==> src/rtl/tdm_slot_switch.sv <==
`timescale 1ns/1ps
module tdm_slot_switch #(
  parameter int SLOTS = 32,
  parameter int W     = 8,
  parameter int DELAY = 3,
  parameter int AW    = $clog2(SLOTS)
) (
  input  logic          clk,
  input  logic          rst_n,
  input  logic          frame_start,
  input  logic [W-1:0]  rx_byte,
  input  logic          cfg_we,
  input  logic [AW-1:0] cfg_slot,
  input  logic [AW-1:0] cfg_src,
  input  logic          cfg_en,
  input  logic          cfg_byp,
  output logic [W-1:0]  tx_byte
);
  localparam int BANKS = DELAY + 1;
  localparam int BW    = (BANKS > 1) ? $clog2(BANKS) : 1;
  localparam int FW    = $clog2(DELAY + 1);
  localparam int EW    = AW + 2;
  localparam logic [W-1:0] IDLE = {W{1'b1}};

  logic          started;
  logic [AW-1:0] slot_q;
  logic [BW-1:0] bank_q;
  logic [FW-1:0] fidx_q;
  logic [W-1:0]  mem [BANKS][SLOTS];
  logic [EW-1:0] shadow [SLOTS];
  logic [EW-1:0] active [SLOTS];

  logic          live;
  logic [AW-1:0] cur_slot;
  logic [BW-1:0] cur_bank, rd_bank;
  logic [FW-1:0] cur_fidx;
  logic [EW-1:0] entry;
  logic          ent_en, ent_byp;
  logic [AW-1:0] ent_src;

  assign live     = started | frame_start;
  assign cur_slot = frame_start ? '0 :
                    (slot_q == AW'(SLOTS - 1)) ? '0 : slot_q + 1'b1;
  assign cur_bank = (frame_start && started) ?
                    ((bank_q == BW'(BANKS - 1)) ? '0 : bank_q + 1'b1) : bank_q;
  assign rd_bank  = (cur_bank == BW'(BANKS - 1)) ? '0 : cur_bank + 1'b1;
  assign cur_fidx = !frame_start ? fidx_q :
                    !started ? '0 :
                    (fidx_q == FW'(DELAY)) ? fidx_q : fidx_q + 1'b1;
  assign entry    = frame_start ? shadow[cur_slot] : active[cur_slot];
  assign ent_en   = entry[AW+1];
  assign ent_byp  = entry[AW];
  assign ent_src  = entry[AW-1:0];

  always_ff @(posedge clk) begin
    if (!rst_n) begin
      started <= 1'b0;
      slot_q  <= '0;
      bank_q  <= '0;
      fidx_q  <= '0;
      tx_byte <= IDLE;
    end else begin
      if (frame_start) started <= 1'b1;
      if (live) begin
        slot_q <= cur_slot;
        bank_q <= cur_bank;
        fidx_q <= cur_fidx;
      end
      if (!live || !ent_en)           tx_byte <= IDLE;
      else if (ent_byp)               tx_byte <= rx_byte;
      else if (cur_fidx != FW'(DELAY)) tx_byte <= IDLE;
      else                            tx_byte <= mem[rd_bank][ent_src];
    end
  end

  always_ff @(posedge clk) begin
    if (live) mem[cur_bank][cur_slot] <= rx_byte;
  end

  always_ff @(posedge clk) begin
    if (!rst_n) begin
      for (int i = 0; i < SLOTS; i++) begin
        shadow[i] <= '0;
        active[i] <= '0;
      end
    end else begin
      if (frame_start)
        for (int i = 0; i < SLOTS; i++) active[i] <= shadow[i];
      if (cfg_we && ({1'b0, cfg_slot} < (AW+1)'(SLOTS)))
        shadow[cfg_slot] <= {cfg_en, cfg_byp, cfg_src};
    end
  end

  assert_prestart_R1: assert property (@(posedge clk) disable iff (!rst_n)
    (!started && !frame_start) |=> tx_byte == IDLE);

  assert_bank_turn_R3: assert property (@(posedge clk) disable iff (!rst_n)
    (started && frame_start) |=> bank_q != $past(bank_q));

  assert_warmup_R4: assert property (@(posedge clk) disable iff (!rst_n)
    (live && ent_en && !ent_byp && fidx_q != FW'(DELAY) && !frame_start) |=> tx_byte == IDLE);

  assert_bypass_R5: assert property (@(posedge clk) disable iff (!rst_n)
    (live && ent_en && ent_byp) |=> tx_byte == $past(rx_byte));

  assert_idle_R7: assert property (@(posedge clk) disable iff (!rst_n)
    (live && !ent_en) |=> tx_byte == IDLE);

  for (genvar g = 0; g < SLOTS; g++) begin : g_frozen
    assert_frozen_R8: assert property (@(posedge clk) disable iff (!rst_n)
      !frame_start |=> $stable(active[g]));
  end
endmodule

==> config.mk <==
export PLATFORM = sky130hd
export DESIGN_NAME = tdm_slot_switch
export DESIGN_NICKNAME = d
export VERILOG_FILES = /design/src/rtl/tdm_slot_switch.sv
export SDC_FILE = /design/constraint.sdc
export NUM_CORES = 2
export LEC_CHECK = 0
export ABC_AREA = 0
export BUFFER_PORTS_ARGS = -buffer_cell sky130_fd_sc_hd__buf_4
export CAP_MARGIN = 40
export CORE_MARGIN = 8
export CORE_UTILIZATION = 25
export CTS_CLUSTER_SIZE = 28
export DETAILED_ROUTE_END_ITERATION = 16
export PLACE_DENSITY = 0.47
export SYNTH_ARGS = -nofsm -noshare
export SYNTH_HDL_FRONTEND = slang
export SYNTH_SLANG_ARGS = --single-unit
==> constraint.sdc <==
create_clock -name clk -period 8.7 [get_ports clk]
set_input_delay 0.435 -clock clk [delete_from_list [all_inputs] [get_ports clk]]
set_output_delay 0.435 -clock clk [all_outputs]
set_load 0.02 [all_outputs]
==> metrics.md <==
| Metric | Value |
|---|---|
| Die X | 514 um |
| Placer Congestion | 0.849 |
| Setup CP Type | register to register |
| Worst-Margin Slew | 0.962 ns |
| Worst stage delay on the critical path | 0.77 ns |
| Most area-consuming cells after synthesis | edfxtp_1, mux4_2, and2_1 |
| HPWL after DPL | 117000 um |
| PwrDens | 221 mW/mm^2 |
| Critical Path Sink Type | register |
| Async set or reset register ratio after synthesis | 0 |
| TritonCTS clock tree | built |
| Post-DR wirelength/cell | 24.8 um |
| Worst-path fanout max | 71 |
| Cts hold-fix bufs | 0 |
| Hold WC Path Type | input port to register |
| Minimum clock period | 6.54 ns |
| Post-synth EDFFs | 1472 |
| Port Buf Inserts | 31 |
| Ports | 32 |
| Initial Util | 0.251 |
| Setup TNS | 0 ns |
| Max Freq | 0.153 GHz |
| Vias after detailed routing | 36200 |
| WP data required | 9.42 ns |
| Gr ovfl total | 0 |
| CTS root buf | clkbuf_16 |
| Routed Antenna Nets | 0 |
| Post-synthesis sequential area ratio | 0.718 |
| VDD IR max | 0.000153 V |
| Max cap viols | 0 |
| Syn Nets | 4055 |
| Vias per cell | 4.79 |
| Vias in the first global route | 35900 |
| Most frequent CP cell | buf_4 |
| Synth top cells by count | edfxtp_1, nand2_1, and2_1, nor2_1, and3_1 |
| Nets@finish | 4137 |
| Fin cells | 7562 |
| Netlist cell types | 88 |
| Status | finished, final reports clean |
| Core Area | 0.248 mm^2 |
| Core Rows | 183 |
| YS warnings | 0 |
| First-iteration detailed-routing DRC count | 4093 |
| Skew final | 0.0456 ns |
| Syn Area/Cell | 15.4 um^2 |
| # H-tree levels | 4 |
| WP buf/inv | 4 |
| Largest net degree at the start of global routing | 215 |
| Top-count cell post-synth | edfxtp_1 |
| CTS buffer count | 154 |
| Hold violation count in the final report | 0 |
| GRT Util Overall | 0.137 |
| Slew headroom | 0.359 |
| Largest area contributor in the netlist | edfxtp_1 |
| First drt pass iteration count | 6 |
| Clock sink count | 1490 |
| Power, Total | 15800 uW |
| Layout area overhead | 15.3% |
| Die area | 0.265 mm^2 |
| Final Cell Area | 0.0716 mm^2 |
| Number of endpoints failing setup at the final stage | 0 |
| CP cell instances | ha_4, and3_1, ha_1, buf_4, nor2_4, buf_4, nand2_1, o221ai_1, a22o_1, o31a_2, buf_12, buf_4, a211oi_1, or4_1, nor4_1, nor4bb_1, a31oi_1 |
| Worst path top cell family by delay | compound AO/OA/AOI/OAI gates |
| Setup bufs post-CTS | 0 |
| Register area | 0.0446 mm^2 |
| Die H | 514 um |
| CP startpoint kind | register |
| Crit path arrival time | 7.26 ns |
| Synth Register Bits | 1490 |
| CP max-delay cell | o31a_2 |
| Post-CTS Resized | 0 |
| RSZ-0062 raised after global routing | false |
| Fill count | 24900 |
| Layout cells sized above 1 | 0.154 |
| Post-Route WL | 188000 um |
| Final worst path period share | 0.752 |
| Post-Synthesis Cell Area | 0.0621 mm^2 |
| Pleak | 0.0234 uW |
| Post-Synthesis Cells | 4024 |
| Placed cell count | 7279 |
| Worst-path clk slew | 0.06 ns |
| Post-Place Cell Area | 0.0669 mm^2 |
| Remaining DRCs | 0 |
| Slew Viols, Final | 0 |
| Multi-input gate area | 0.0163 mm^2 |
| Yosys top cell area share | 0.712 |
| Clk Latency, worst-skew pair | 0.80 ns |
| CTS max path bufs | 3 |
| Initial antenna violation count | 10 |
| Top_reg_cell synth | edfxtp_1 |
| First-pass GRT wire length | 270000 um |
logic make-up after synthesis:
family	share of synthesized area
mux	0.0826
buf+inv	0.0212
simple gates	0.118
xor+xnor	0.000423
flops	0.718
fa+ha+maj	0.00141
compound gates	0.0588
metal layers:
metal	track usage	part of all wire	wire length, um	vias up
li1	-	-	-	15900
met1	0.192	0.44	82700	18800
met2	0.222	0.47	88100	1316
met3	0.0263	0.069	13100	258
met4	0.0327	0.021	4030	2
met5	0	0.000069	13	-
cells in the final DEF (no fill, tap or decap), drive strengths merged, types with 23 or more instances in the layout:
cell	synthesis	final
and3	199	199
mux4	188	188
mux2i	77	77
o21ai	94	94
nand3	88	88
nand2	402	402
a21oi	78	78
a211oi	54	54
or3	25	25
o221ai	28	28
a311oi	25	25
nor3	68	68
clkbuf	176	187
and2	356	356
a31oi	43	43
buf	114	215
clkinv	1	75
edfxtp	1472	1472
inv	12	23
nor2	206	206
metrics by stage:
step           setup slack, ns   util  hold WS [ns]
2_1_floorplan             2.28      -         0.453
3_3_place_gp              2.18  0.266         0.470
3_5_place_dp              2.15  0.270         0.471
4_1_cts                   2.15  0.289        0.0676
5_1_grt                   1.83  0.289         0.102
6_report                  2.16  0.289         0.122
worst paths after layout:
check,start,depth (start not counted),to,slack (ns)
hold reg to reg,fidx_q[1]$_SDFFE_PN0N_,2,fidx_q[1]$_SDFFE_PN0N_,0.49
hold / removal,rx_byte[6],1,mem[3][14]$_DFFE_PP_,0.12
setup reg to reg,slot_q[1]$_SDFFE_PN0N_,17,tx_byte[0]$_SDFF_PP1_,2.16
setup / recovery,slot_q[1]$_SDFFE_PN0N_,17,tx_byte[0]$_SDFF_PP1_,2.16
where the power goes:
| part | switching (uW) | internal (uW) |
|---|---|---|
| clock | 2850 | 3470 |
| sequential | 53.3 | 8040 |
| combinational | 965 | 446 |
flip-flops by register name, indices dropped and copies added, names as in the netlist:
register,flops
slot_q,5
shadow,224
mem,1024
active,224
started,1
bank_q,2
tx_byte,8
fidx_q,2
area by class of cell:
class,count,area share
clock buffers,187,0.0564
multi-input cells,2231,0.228
well taps,3330,0.0582
inverters,13,0.000786
diodes,3,0.000105
clock inverters,92,0.00940
flip-flops and latches,1490,0.622
repair buffers,216,0.0250
No activity file was read; power rests on OpenSTA's default activity.
